File: config.mk
export PLATFORM = sky130hd
export DESIGN_NAME = irq_msg_ctrl
export DESIGN_NICKNAME = d
export VERILOG_FILES = /design/src/rtl/irq_msg_pkg.sv /design/src/rtl/irq_edge_detect.sv /design/src/rtl/irq_pick_lowest.sv /design/src/rtl/irq_msg_ctrl.sv
export SDC_FILE = /design/constraint.sdc
export NUM_CORES = 1
export LEC_CHECK = 0
export BUFFER_PORTS_ARGS = -buffer_cell sky130_fd_sc_hd__buf_2
export CORE_UTILIZATION = 55
export CTS_CLUSTER_SIZE = 25
export DETAILED_ROUTE_END_ITERATION = 16
export GPL_ROUTABILITY_DRIVEN = 0
export GPL_TIMING_DRIVEN = 0
export HOLD_SLACK_MARGIN = 0.1
export PLACE_DENSITY = 0.78
export SKIP_CTS_REPAIR_TIMING = 1
export SYNTH_ARGS = -nofsm -noshare
export SYNTH_HDL_FRONTEND = slang
export SYNTH_SLANG_ARGS = --single-unit
File: constraint.sdc
create_clock -name clk -period 2.04 [get_ports clk]
set_input_delay 0.306 -clock clk [delete_from_list [all_inputs] [get_ports clk]]
set_output_delay 0.306 -clock clk [all_outputs]
set_load 0.02 [all_outputs]
File: src/rtl/irq_msg_pkg.sv
package irq_msg_pkg;

    localparam int unsigned REG_DW      = 32;
    localparam int unsigned REG_AW      = 3;
    localparam int unsigned MSG_LOW_W   = 5;

    typedef enum logic [REG_AW-1:0] {
        SEL_LEVEL = 3'd0,
        SEL_MASK  = 3'd1,
        SEL_ROUTE = 3'd2,
        SEL_PEND  = 3'd3,
        SEL_STAT0 = 3'd4,
        SEL_STAT1 = 3'd5,
        SEL_ADDR0 = 3'd6,
        SEL_ADDR1 = 3'd7
    } reg_sel_e;

endpackage

File: src/rtl/irq_edge_detect.sv
module irq_edge_detect #(
    parameter int unsigned N           = 11,
    parameter int unsigned SYNC_STAGES = 2
) (
    input  logic         clk,
    input  logic         rst_n,
    input  logic [N-1:0] din,
    output logic [N-1:0] level,
    output logic [N-1:0] rise
);
    logic [N-1:0] prev_q;

    generate
        if (SYNC_STAGES <= 1) begin : g_single
            logic [N-1:0] stage_q;
            always_ff @(posedge clk or negedge rst_n) begin
                if (!rst_n) stage_q <= '0;
                else        stage_q <= din;
            end
            assign level = stage_q;
        end else begin : g_chain
            logic [SYNC_STAGES-1:0][N-1:0] stage_q;
            always_ff @(posedge clk or negedge rst_n) begin
                if (!rst_n) stage_q <= '0;
                else        stage_q <= {stage_q[SYNC_STAGES-2:0], din};
            end
            assign level = stage_q[SYNC_STAGES-1];
        end
    endgenerate

    always_ff @(posedge clk or negedge rst_n) begin
        if (!rst_n) prev_q <= '0;
        else        prev_q <= level;
    end

    assign rise = level & ~prev_q;
endmodule

File: src/rtl/irq_pick_lowest.sv
module irq_pick_lowest #(
    parameter int unsigned N = 11
) (
    input  logic [N-1:0] req,
    output logic [N-1:0] grant,
    output logic         any
);
    always_comb begin
        logic found;
        found = 1'b0;
        grant = '0;
        for (int i = 0; i < int'(N); i++) begin
            if (req[i] && !found) begin
                grant[i] = 1'b1;
                found    = 1'b1;
            end
        end
        any = found;
    end
endmodule

File: src/rtl/irq_msg_ctrl.sv
module irq_msg_ctrl
    import irq_msg_pkg::*;
#(
    parameter int unsigned NUM_SRC     = 11,
    parameter int unsigned SYNC_STAGES = 2,
    parameter logic [31:0] ADDR_RST    = 32'h0
) (
    input  logic               clk,
    input  logic               rst_n,
    input  logic [NUM_SRC-1:0] irq_in,
    input  logic               reg_wr,
    input  logic               reg_rd,
    input  logic [2:0]         reg_addr,
    input  logic [31:0]        reg_wdata,
    output logic [31:0]        reg_rdata,
    output logic               msg_valid,
    input  logic               msg_ready,
    output logic [31:0]        msg_addr,
    output logic [31:0]        msg_data
);
    localparam logic [31:0] LOW_MASK = (32'h1 << MSG_LOW_W) - 32'h1;

    typedef struct packed {
        logic [NUM_SRC-1:0] mask;
        logic [NUM_SRC-1:0] route;
        logic [NUM_SRC-1:0] pend;
        logic [NUM_SRC-1:0] send;
        logic [31:0]        addr0;
        logic [31:0]        addr1;
        logic [31:0]        rdata;
        logic               mvalid;
        logic [31:0]        maddr;
        logic [31:0]        mdata;
    } state_t;

    localparam state_t RESET_STATE = '{
        mask:   '0,
        route:  '0,
        pend:   '0,
        send:   '0,
        addr0:  ADDR_RST,
        addr1:  ADDR_RST,
        rdata:  '0,
        mvalid: 1'b0,
        maddr:  '0,
        mdata:  '0
    };

    state_t r_d, r_q;

    logic [NUM_SRC-1:0] level_w;
    logic [NUM_SRC-1:0] rise_w;
    logic [NUM_SRC-1:0] pend_w;
    logic [NUM_SRC-1:0] grant_w;
    logic               grant_any;

    irq_edge_detect #(
        .N           (NUM_SRC),
        .SYNC_STAGES (SYNC_STAGES)
    ) i_edge (
        .clk   (clk),
        .rst_n (rst_n),
        .din   (irq_in),
        .level (level_w),
        .rise  (rise_w)
    );

    irq_pick_lowest #(
        .N (NUM_SRC)
    ) i_pick (
        .req   (r_q.send),
        .grant (grant_w),
        .any   (grant_any)
    );

    function automatic logic [31:0] widen(input logic [NUM_SRC-1:0] v);
        logic [31:0] w;
        w = '0;
        w[NUM_SRC-1:0] = v;
        return w;
    endfunction

    always_comb begin
        reg_sel_e    sel;
        logic        pend_clr;
        logic        load;
        logic [31:0] chosen;
        logic [31:0] rd_mux;

        r_d      = r_q;
        sel      = reg_sel_e'(reg_addr);
        pend_clr = (reg_rd || reg_wr) && (sel == SEL_PEND);

        // Sticky edge record, cleared by any access to it.
        r_d.pend = (pend_clr ? '0 : r_q.pend) | rise_w;

        // Enabled edges join the request set.
        r_d.send = r_q.send | (rise_w & r_q.mask);

        if (reg_wr) begin
            unique case (sel)
                SEL_MASK:  r_d.mask  = reg_wdata[NUM_SRC-1:0];
                SEL_ROUTE: r_d.route = reg_wdata[NUM_SRC-1:0];
                SEL_ADDR0: r_d.addr0 = reg_wdata;
                SEL_ADDR1: r_d.addr1 = reg_wdata;
                default:   ;
            endcase
        end

        unique case (sel)
            SEL_LEVEL: rd_mux = widen(level_w);
            SEL_MASK:  rd_mux = widen(r_q.mask);
            SEL_ROUTE: rd_mux = widen(r_q.route);
            SEL_PEND:  rd_mux = widen(r_q.pend);
            SEL_STAT0: rd_mux = widen(level_w & r_q.mask & ~r_q.route);
            SEL_STAT1: rd_mux = widen(level_w & r_q.mask & r_q.route);
            SEL_ADDR0: rd_mux = r_q.addr0;
            default:   rd_mux = r_q.addr1;
        endcase
        if (reg_rd) r_d.rdata = rd_mux;

        // Message stage: refill when empty or when the current one is taken.
        chosen = ((grant_w & r_q.route) != '0) ? r_q.addr1 : r_q.addr0;
        load   = !r_q.mvalid || msg_ready;
        if (load) begin
            r_d.mvalid = grant_any;
            if (grant_any) begin
                r_d.send  = r_d.send & ~grant_w;
                r_d.maddr = chosen & ~LOW_MASK;
                r_d.mdata = chosen & LOW_MASK;
            end
        end
    end

    always_ff @(posedge clk or negedge rst_n) begin
        if (!rst_n) r_q <= RESET_STATE;
        else        r_q <= r_d;
    end

    assign pend_w    = r_q.pend;
    assign reg_rdata = r_q.rdata;
    assign msg_valid = r_q.mvalid;
    assign msg_addr  = r_q.maddr;
    assign msg_data  = r_q.mdata;
endmodule

==> flow_results.org, run 1 <==
** Outcome
- The flow ran to the end, and the final reports show no timing, DRC or antenna violations.

** Synth
- Average size of a mapped cell :: 11.21 um^2
- The share of the Yosys chip area taken by registers is 0.5316.
- Among all flip-flop cells after synthesis, the most frequent one is sky130_fd_sc_hd__dfrtp_1.
- In this run, synthesis inferred 0 flip-flops with an integrated enable.
- Of the post-synthesis cell area, the dominant cell type holds 0.5316.
- Counting flops and latches in the post-synthesis netlist gives 206.
- Share of flip-flops with an asynchronous set or reset :: 1.000
- The biggest area contributor in the post-synthesis netlist is sky130_fd_sc_hd__dfrtp_1.
- Mapped cell area :: 0.009697 mm^2
- Cell variety after synth :: 55
- Top cells by area in the synthesized netlist :: sky130_fd_sc_hd__dfrtp_1 (53%), sky130_fd_sc_hd__buf_4 (7.6%), sky130_fd_sc_hd__mux2_2 (6.4%)
- After technology mapping, the gate count stands at 865.
- Number of warning messages in the yosys log :: 0

** Floorplanning
- The floorplan step set the die height to 134.8 um.
- The initialized floorplan defines 48 standard-cell rows.
- The floorplan step defined a core boundary enclosing 0.01724 mm^2.
- The die covers 0.01817 mm^2.
- Effective utilization at floorplan :: 0.5626
- Die W :: 134.8 um
- Number of top-level pins :: 148

** Final layout
- From synthesis to final layout, the design area changed by 23.28%.
- The library cells used most frequently in the layout, excluding fill and tap cells, are sky130_fd_sc_hd__dfrtp_1 (205), sky130_fd_sc_hd__buf_2 (139), sky130_fd_sc_hd__buf_4 (100).
- Finished Cell Area :: 0.01195 mm^2
- Number of nets in the layout :: 1129
- Post-Route Utilization :: 0.6935
- Leading cell type in the layout, fill and taps excluded :: sky130_fd_sc_hd__dfrtp_1
- The filler cells instantiated in the layout total 1245.
- In the final layout, the share of cells above drive strength 1 is 0.3452.

** Global route
- The number of global-route vias before repair came to 7039.
- In the global route stage, overall resource usage came out at 0.2604.
- Global routing usage on met3 :: 0.04692
- Wire length of the first global-routing pass :: 36.67 mm
- Global routing usage on met2 :: 0.4098
- Entering global routing, the biggest net connects 116 pins.
- The number of antenna violations at the first check in global routing is 1.
- For this run, global-route usage on met1 was measured as 0.3603.
- Summed over all layers, the global routing overflow is 0.
- The layer flagged by global routing as most heavily used is met2.

** Placement
- Number of buffers added on ports :: 113
- Prior to clock tree synthesis, the placed netlist has a worst setup slack of -0.1960 ns.
- Area after DPL :: 0.01070 mm^2
- Detailed placement finished with a half-perimeter wire length of 15.64 mm.

** Clocking
- Counting along the longest clock path gives a buffer depth of 3.
- Insertion delay of the later-clocked pin in the worst-skew pair :: 0.50 ns
- Clock sinks :: 206
- Inserted Clock Buffers :: 23
- The cell sitting at the root of the clock tree is a sky130_fd_sc_hd__clkbuf_16.
- Clock edge transition at the registers on the reported setup and hold paths :: 0.06 ns
- Clock tree from TritonCTS :: built
- In this run the number of H-tree levels came out at 1.

** STA
- Number of hold violations in the final report :: 0
- Final cycle utilization of the critical path :: 0.9640
- Counting I/O delays and the setup requirement, the final critical path takes 1.967 ns.
- Fin. max-slew vios :: 0
- Clock skew on the completed layout was measured at 0.008553 ns.
- Final setup fails :: 0
- Final TNS setup :: 0 ns
- Worst Tran Pin Value :: 0.8476 ns
- Worst slew margin relative to its limit :: 0.4349
- Across all setup checks in the final design, the least slack found is 0.07337 ns.
- Highest Clock Rate :: 508.5 MHz

** Drt
- Via/cell ratio :: 5.593
- The detail route stage leaves a number of antenna-violating nets equal to 0.
- Pre-antenna DRT Iters :: 5
- Vias :: 7388
- Summed over all layers, the routed wires come to 23.59 mm.
- After the first detailed-routing iteration, the DRC count stood at 460.
- Average wire length per cell after detail routing :: 17.86 um
- After detailed routing, the number of remaining DRC violations is 0.

** Flow run
- Maximum capacitance violations :: 0

** Setup path
- Data on the critical path is required at its endpoint by 2.41 ns.
- In this run the critical register-to-register path is launched from r_q[161]$_DFF_PN0_.
- STA classifies the critical path endpoint as a flop.
- Critical Path AT :: 2.34 ns
- Worst setup path category :: reg2reg
- Kind of launch point of the worst setup path :: flop
- Worst Setup SP :: r_q[161]$_DFF_PN0_
- Path depth of the worst reg2reg path :: 8
- Of all nets on the critical path, the largest fanout is 10.

** Power and ir drop
- The worst-case IR drop observed on VDD is 0.0008446 V.
- Total power :: 14.04 mW
- Total leakage power :: 5.621 nW
- Power density normalized to cell area :: 1174 mW/mm^2

** Hold path
- The tightest min-delay check is of the in2reg type.
- The worst hold path passes through 3 cells.
- In this run the most critical hold path is launched from reg_wdata[6].
[metrics by stage]
stage	cells	hold slack (ns)
after detailed placement	1235	0.3347
after floorplan	896	0.01041
after global placement	1234	0.3338
final	1321	0.08816
after global routing	1321	0.1057
after CTS	1277	-0.1131
[state kept, by name, indices dropped and copies added (netlist names)]
signal,flops
pend_w,11
i_edge.prev_q,11
i_edge.level,11
msg_data,5
reg_rdata,32
msg_addr,27
r_q,97
msg_valid,1
i_edge.g_chain.stage_q,11
[synthesized netlist by cell type (6+ instances only)]
cell type,instances
sky130_fd_sc_hd__a21o_1,9
sky130_fd_sc_hd__a21oi_1,22
sky130_fd_sc_hd__a221oi_1,21
sky130_fd_sc_hd__a31oi_1,8
sky130_fd_sc_hd__buf_2,23
sky130_fd_sc_hd__buf_4,98
sky130_fd_sc_hd__clkbuf_1,24
sky130_fd_sc_hd__dfrtp_1,206
sky130_fd_sc_hd__inv_1,15
sky130_fd_sc_hd__mux2_1,30
sky130_fd_sc_hd__mux2_2,55
sky130_fd_sc_hd__mux2i_1,7
sky130_fd_sc_hd__nand2_1,97
sky130_fd_sc_hd__nand3_1,14
sky130_fd_sc_hd__nor2_1,56
sky130_fd_sc_hd__nor2b_1,11
sky130_fd_sc_hd__o211ai_1,34
sky130_fd_sc_hd__o211ai_2,30
sky130_fd_sc_hd__o21ai_0,20
sky130_fd_sc_hd__o21ai_1,14
sky130_fd_sc_hd__o221ai_1,6
sky130_fd_sc_hd__o22ai_1,6
[critical path: stages (launching register included)]
cell,delay [ns]
sky130_fd_sc_hd__dfrtp_1,0.37
sky130_fd_sc_hd__buf_2,0.18
sky130_fd_sc_hd__nor3_4,0.27
sky130_fd_sc_hd__nand3_4,0.15
sky130_fd_sc_hd__o21a_1,0.21
sky130_fd_sc_hd__buf_2,0.19
sky130_fd_sc_hd__buf_2,0.21
sky130_fd_sc_hd__o211ai_1,0.13
sky130_fd_sc_hd__o211ai_2,0.11
[worst paths after layout]
kind	endpoint	slack, ns
worst max-delay path	msg_addr[23]$_DFFE_PN0P_	0.07
worst min-delay path	r_q[200]$_DFFE_PN0P_	0.09
worst max register to register	msg_addr[23]$_DFFE_PN0P_	0.07
worst min register to register	i_edge.level[5]$_DFF_PN0_	0.35
max in group asynchronous	r_q[162]$_DFF_PN0_	0.60
min in group asynchronous	reg_rdata[19]$_DFFE_PN0P_	0.49
[routing by layer]
metal  wire length, um  up-vias  part of all wire
li1                  -     3375                 -
met1              9873     3672              0.42
met2             11310      291              0.48
met3              1645       50             0.070
met4               762        0             0.032
met5                 0        -                 0
[power by group]
group / switching, mW / internal [mW] / total, mW
logic: 2.17 / 1.97 / 4.14
registers: 0.751 / 4.97 / 5.72
clock network: 1.62 / 2.56 / 4.18
[cell type report]
| type | count | area (um^2) | share of cell area |
|---|---|---|---|
| Sequential cell | 206 | 5156 | 0.4313 |
| Multi-Input combinational cell | 523 | 3616 | 0.3025 |
| Timing Repair Buffer | 157 | 1031 | 0.08625 |
| Buffer | 150 | 1028 | 0.08604 |
| Clock buffer | 36 | 684.4 | 0.05725 |
| Tap cell | 225 | 281.5 | 0.02355 |
| Clock inverter | 6 | 90.09 | 0.007536 |
| Inverter | 17 | 63.81 | 0.005338 |
| Antenna cell | 1 | 2.502 | 0.0002093 |
[cells by family (layout without fill, tap and decap cells)]
family	Yosys count	in the layout	synth area share
compound gates	195	195	0.1572
xor+xnor	4	4	0.003614
buf+inv	167	366	0.1114
flops	206	206	0.5316
mux	92	92	0.1059
other cells	1	33	0.0003867
simple gates	200	200	0.08994
Power figures use the tool's default switching activity.
==> run 2, diff against run 1 <==
==> constraint.sdc (replaced) <==
create_clock -name clk -period 2.04 [get_ports clk]
set_input_delay 0.102 -clock clk [delete_from_list [all_inputs] [get_ports clk]]
set_output_delay 0.102 -clock clk [all_outputs]
set_load 0.02 [all_outputs]
==> run 2 against run 1 <==
Via count rose by 0.22%. Clock power barely moved. Combinational power barely moved. Critical endpoint unchanged. Register-to-register slack barely moved. Largest cell class unchanged. Die area did not move.
==> flow_results.org, run 2 (synthesis gave the netlist of run 1 again) <==
** Placement
- The HPWL after detailed placement is 15.64 mm.
- Buffers placed on the I/O ports in this run total 113.

** Clocking
- CTS built an H-tree with a depth of 1.
- Buffers inserted during clock tree synthesis total 23.
- Clock tree from TritonCTS :: built
- CTS root buf :: sky130_fd_sc_hd__clkbuf_16
- For the worst-skew pair, the clock arrives at the later sink with an insertion delay of 0.51 ns.
- Worst-case clock buffer depth :: 3
- Clock sinks :: 206
- Clock edge transition at the registers on the reported setup and hold paths :: 0.06 ns

** Floorplanning
- Die height :: 134.8 um
- After floorplanning, the core was divided into 48 placement rows.
- Die W :: 134.8 um
- Core ar. :: 0.01724 mm^2
- Floorplan die area :: 0.01817 mm^2
- Number of top-level pins :: 148
- Effective utilization at floorplan :: 0.5626

** Setup path
- The worst setup path is of the reg2reg kind.
- Counting stages on the worst path, the most repeated cell is sky130_fd_sc_hd__buf_2.
- Origin of the critical flop-to-flop path :: r_q[161]$_DFF_PN0_
- For the worst setup path, the data required time is 2.42 ns.
- On the critical path the largest part of the delay comes from buffers and inverters.
- Data arrives at the worst endpoint at 2.34 ns.
- STA classifies the critical path endpoint as a flop.
- The number of buffers and inverters on the critical path is 3.
- Slowest stage cell, crit path :: sky130_fd_sc_hd__dfrtp_1
- Kind of launch point of the worst setup path :: flop
- The worst register-to-register path has a depth of 8.
- The signal on the critical path passes through buf_2 > nor3_4 > nand3_4 > o21a_1 > buf_2 > buf_2 > o211ai_1 > o211ai_2.
- Slowest cell delay on critical path :: 0.37 ns
- The critical path crosses 8 cells after its start point.
- Worst Setup SP :: r_q[161]$_DFF_PN0_
- Of all nets on the critical path, the largest fanout is 10.
- Destination of the critical timing path :: msg_addr[23]$_DFFE_PN0P_
- Reg2reg setup slack :: 0.08 ns
- The worst register-to-register path ends at msg_addr[23]$_DFFE_PN0P_.

** STA
- Setup violations remaining at the end of the flow were counted as 0.
- Final hold slack :: 0.1178 ns
- Dividing the final minimum period by the clock period gives 0.9610.
- Measured against its own limit, the worst slew margin works out to 0.4403.
- Fin. max-slew vios :: 0
- The worst path needs 1.960 ns of the cycle, external delays included.
- Worst Tran Pin Value :: 0.8396 ns
- The clock arrives with 0.009040 ns of skew.
- Highest Clock Rate :: 510.1 MHz
- Number of hold violations in the final report :: 0

** Global route
- Wire length of the first global-routing pass :: 36.67 mm
- The number of global-route vias before repair is 7039.
- Global routing finished with a remaining overflow of 0.
- Largest net degree at the start of global routing :: 116
- The number of antenna violations at the first check in global routing was 1.
- Across every metal layer, demand over resource in global routing totals 0.2604.

** Final layout
- Once layout is complete, the utilization of the core stands at 0.6947.
- Leading cell type in the layout, fill and taps excluded :: sky130_fd_sc_hd__dfrtp_1
- The area growth from synthesis to layout is 23.48%.
- The filler cells instantiated in the layout total 1245.
- The final layout contains 1131 nets.
- Across the whole layout, storage elements account for 0.005156 mm^2.
- Ranked by flip-flop count, first place goes to r_q.
- The register with the most flip-flops in the layout has 97 of them.
- In the final layout, the multi-input gates occupy 0.003616 mm^2.
- Share of final-layout standard cells stronger than drive strength 1 :: 0.3446
- Most frequent cells in the layout :: sky130_fd_sc_hd__dfrtp_1 (205), sky130_fd_sc_hd__buf_2 (139), sky130_fd_sc_hd__buf_4 (100)

** Drt
- The first detailed-routing pass ran for 5 iterations.
- DRC violation count after routing :: 0
- Dividing the detail-routed via count by the number of cells gives 5.596.
- Once detail routing completed, the nets flagged for antenna violations numbered 0.
- Summing over every cut layer, the via total after detailed routing is 7404.
- For this block, the initial DRC count from the detailed router was 505.
- Detailed Route WL :: 23.61 mm
- Average wire length per cell after detail routing :: 17.85 um

** Power and ir drop
- In this run the static leakage power is 5.629 nW.
- Power density normalized to cell area :: 1173 mW/mm^2
- IR analysis of the VDD net gives a maximum drop of 0.0008438 V.

** Hold path
- Hold Crit Class :: in2reg
- HP Start :: reg_addr[1]

** Outcome
- Outcome :: finished clean

** Flow run
- The tool flagged a number of max-cap violations equal to 0.
run 2: changes by cell type in the layout (fill, tap and decap cells not counted):
| cell | before | now |
|---|---|---|
| sky130_fd_sc_hd__dlygate4sd3_1 | 42 | 44 |
run 2: how the worst min path moves through the flow:
stage / slack (ns) / cells past startpoint / endpoint
finish: 0.12 / 3 / pend_w[9]$_DFF_PN0_
global route: 0.11 / 3 / pend_w[9]$_DFF_PN0_
detailed placement: 0.21 / 1 / i_edge.g_chain.stage_q[8]$_DFF_PN0_
CTS: -0.32 / 1 / i_edge.g_chain.stage_q[7]$_DFF_PN0_
floorplan: -0.19 / 0 / i_edge.g_chain.stage_q[0]$_DFF_PN0_
global placement: 0.21 / 1 / i_edge.g_chain.stage_q[2]$_DFF_PN0_
run 2: worst min-delay path: stages:
cell                        delay (ns)
sky130_fd_sc_hd__buf_2            0.17
sky130_fd_sc_hd__o2111ai_1        0.17
sky130_fd_sc_hd__a22o_1           0.14
run 2: layout make-up:
type / instances / area share
multi-input combinational: 523 / 0.3020
tap: 225 / 0.02351
antenna: 1 / 0.0002090
timing repair buffer: 159 / 0.08777
sequential: 206 / 0.4306
clock buffer: 36 / 0.05716
clock inverter: 6 / 0.007524
buffer: 150 / 0.08589
inverter: 17 / 0.005329
run 2: per-stage QoR:
stage / worst slack [ns] / cells / power [mW] / instance area (um^2) / setup TNS [ns]
after floorplan: 0.3184 / 896 / 8.587 / 9813 / 0
after global placement: -2.549 / 1234 / 9.616 / 10660 / -525.78
after detailed placement: -0.1960 / 1235 / 9.734 / 10700 / -4.587
after CTS: -0.2311 / 1277 / 13.96 / 11470 / -5.359
after global routing: -0.02506 / 1323 / 14.71 / 11970 / -0.2249
final: 0.07957 / 1323 / 14.05 / 11970 / 0
run 2: power by group:
group / switching (mW) / internal (mW)
Sequential: 0.750 / 4.97
Combinational: 2.17 / 1.97
Clock: 1.63 / 2.56
Total: 4.55 / 9.50
run 2: routing by layer:
metal / share of wire / vias up / track usage
met5: 0 / - / 0
met4: 0.034 / 0 / 0.1024
met3: 0.064 / 59 / 0.04692
met2: 0.48 / 283 / 0.4098
met1: 0.42 / 3688 / 0.3603
li1: - / 3374 / -
==> run 3, diff against run 2 <==
- CTS_CLUSTER_DIAMETER: not set -> 150
- RECOVER_POWER: not set -> 100
==> run 3 against run 2 <==
First-iteration DRC count decreased by 6.1%. Die area unchanged. Cell count decreased by 2.2%. Utilization decreased by 3.2 points. Global-route usage decreased by 0.79 points. Hold slack improved by 0.050 ns.
==> flow_results.org, run 3 (synthesis gave the netlist of run 1 again) <==
** Power and ir drop
- The design draws 12.21 mW.
- The analysis attributes to cell leakage a power of 5.166 nW.
- The worst-case IR drop observed on VDD is 0.0008360 V.
- Power density normalized to cell area :: 1070 mW/mm^2

** Drt
- The detail route stage leaves a number of antenna-violating nets equal to 0.
- Via/cell ratio :: 5.580
- Pre-antenna DRT Iters :: 7
- Wires add up to 22.64 mm.
- DRC violation count after routing :: 0
- Average wire length per cell after detail routing :: 17.49 um
- Violation count after the first detailed-route iteration :: 474
- Detailed routing inserted a total of 7221 vias.

** Placement
- Detailed placement finished with a half-perimeter wire length of 15.64 mm.
- Placed Cells :: 1235
- Number of buffers added on ports :: 113

** Clocking
- The clock net in this run drives a total of 206 sinks.
- The clock reaches the later pin of the worst-skew pair after 0.47 ns.
- Clock edge transition at the registers on the reported setup and hold paths :: 0.10 ns
- Clock tree from TritonCTS :: built
- Inserted Clock Buffers :: 12
- In this run the number of H-tree levels came out at 1.
- The tree is rooted in a sky130_fd_sc_hd__clkbuf_16.
- No sink is reached through more buffers than the 3 on the longest clock path.

** Setup path
- Endpoint of the worst register-to-register path :: msg_addr[20]$_DFFE_PN0P_
- At the worst endpoint, the required time is 2.39 ns.
- Cell Chain, Critical Path :: buf_2 > or3_4 > o221ai_4 > or2_1 > buf_4 > buf_12 > o211ai_1
- Critical Path End Type :: flop
- The most critical setup path has its endpoint at msg_addr[20]$_DFFE_PN0P_.
- CP Depth :: 7
- Maximum net fanout on the critical path :: 10
- In this design, the largest share of critical-path delay is due to simple AND/OR/NAND/NOR gates.
- Critical Path AT :: 2.30 ns
- The largest individual stage delay along the critical path comes from the cell sky130_fd_sc_hd__or3_4.
- Path depth of the worst reg2reg path :: 7
- Critical path buffers and inverters :: 3
- The critical path in this run is classified as reg2reg.
- Origin of the critical flop-to-flop path :: r_q[161]$_DFF_PN0_
- STA classifies the critical path startpoint as a flop.
- In this design, the stage delay of the slowest critical-path cell is 0.39 ns.
- Reg2reg setup slack :: 0.09 ns
- Worst Setup SP :: r_q[161]$_DFF_PN0_

** Final layout
- Compared with the post-synthesis result, the final layout area differs by 17.74%.
- Most frequent cells in the layout :: sky130_fd_sc_hd__dfrtp_1 (205), sky130_fd_sc_hd__buf_4 (99), sky130_fd_sc_hd__nand2_1 (97)
- Max FFs per register :: 97
- Share of final-layout standard cells stronger than drive strength 1 :: 0.2610
- The number of antenna diodes in the final layout is 0.
- Leading cell type in the layout, fill and taps excluded :: sky130_fd_sc_hd__dfrtp_1
- Most flop-heavy register :: r_q
- At the end of the flow, the number of nets in the layout was 1120.
- Post-Layout Cell Count :: 1294

** STA
- The number of pins exceeding their max-slew limit in the final report is 0.
- Dividing the final minimum period by the clock period gives 0.9579.
- For the pin with the worst max-slew slack, the measured transition is 0.8294 ns.
- Summed over all failing endpoints, the final setup total negative slack is 0 ns.
- Min cycle time layout :: 1.954 ns
- Worst slew margin relative to its limit :: 0.4471
- Post-Route Skew :: 0.02348 ns
- Hold is met by 0.1675 ns.
- Unrepaired setup endpoints after global routing :: no
- The total count of hold-check failures in the final report came to 0.
- Setup violations remaining at the end of the flow were counted as 0.
- Highest Clock Rate :: 511.7 MHz

** Outcome
- Outcome :: finished clean

** Global route
- For this run the aggregate overflow at the end of global routing stands at 0.
- Antenna violations before repair :: 0
- For met3 alone, demand over resource in global routing was 0.03941.
- Met1 Usage GRT :: 0.3602
- Total global routing track utilization :: 0.2525
- The first global-routing pass estimated 35.61 mm of wire.
- Peak-usage layer in the global routing report :: met2
- Number of global-route vias before repair :: 6782
- Largest net degree at the start of global routing :: 116
- For met2 alone, demand over resource in global routing was 0.3995.

** Flow run
- Maximum capacitance violations :: 0

** Floorplanning
- The floorplan step defined a die boundary enclosing 0.01817 mm^2.
- Number of standard-cell rows in the floorplan :: 48
- For this design the top-level I/O count stands at 148.
- Die height :: 134.8 um
- The initial utilization of the core area, before any placement, comes to 0.5626.
- Core ar. :: 0.01724 mm^2
- The die is 134.8 um wide.

** Hold path
- HP Start :: reg_rd
- The worst hold path was traced through 4 stages.
- In this run the worst hold path is classified as in2reg.
run 3: report_power, final:
| part | total [mW] | internal [mW] | switching [mW] |
|---|---|---|---|
| Clock | 2.51 | 1.17 | 1.34 |
| Sequential | 5.70 | 4.95 | 0.750 |
| Combinational | 4.00 | 1.85 | 2.15 |
| Total | 12.2 | 7.97 | 4.24 |
run 3: layout make-up:
class	instances	area, um^2
fillers	1360	5819
clock buffers	13	325.3
well taps	225	281.5
repair buffers	159	952.2
multi-input cells	523	3607
plain buffers	150	1011
flip-flops and latches	206	5156
inverters	17	63.81
clock inverters	1	20.02
run 3: through the flow:
| step | worst slack [ns] | util | instance area (um^2) |
|---|---|---|---|
| after floorplan | 0.3184 | - | 9813 |
| after global placement | -2.549 | 0.6185 | 10660 |
| after detailed placement | -0.1960 | 0.6206 | 10700 |
| after CTS | -0.2257 | 0.6407 | 11040 |
| after global routing | 0.002007 | 0.6624 | 11420 |
| final | 0.08592 | 0.6624 | 11420 |
run 3: worst min-delay path, cell delays in order:
cell	delay [ns]
sky130_fd_sc_hd__buf_2	0.15
sky130_fd_sc_hd__inv_1	0.19
sky130_fd_sc_hd__a221oi_1	0.07
sky130_fd_sc_hd__nor2_1	0.08
run 3: layer usage:
| metal | vias to the layer above | wire length, um |
|---|---|---|
| li1 | 3333 | - |
| met1 | 3579 | 9933 |
| met2 | 268 | 10780 |
| met3 | 41 | 1373 |
| met4 | 0 | 546 |
| met5 | - | 0 |
run 3: worst min-delay path by stage:
stage / to / slack [ns]
after floorplan: i_edge.g_chain.stage_q[0]$_DFF_PN0_ / -0.19
after CTS: i_edge.g_chain.stage_q[8]$_DFF_PN0_ / -0.28
after global routing: r_q[97]$_DFFE_PN0P_ / 0.18
after global placement: i_edge.g_chain.stage_q[2]$_DFF_PN0_ / 0.21
final: reg_rdata[31]$_DFFE_PN0P_ / 0.17
after detailed placement: i_edge.g_chain.stage_q[8]$_DFF_PN0_ / 0.21
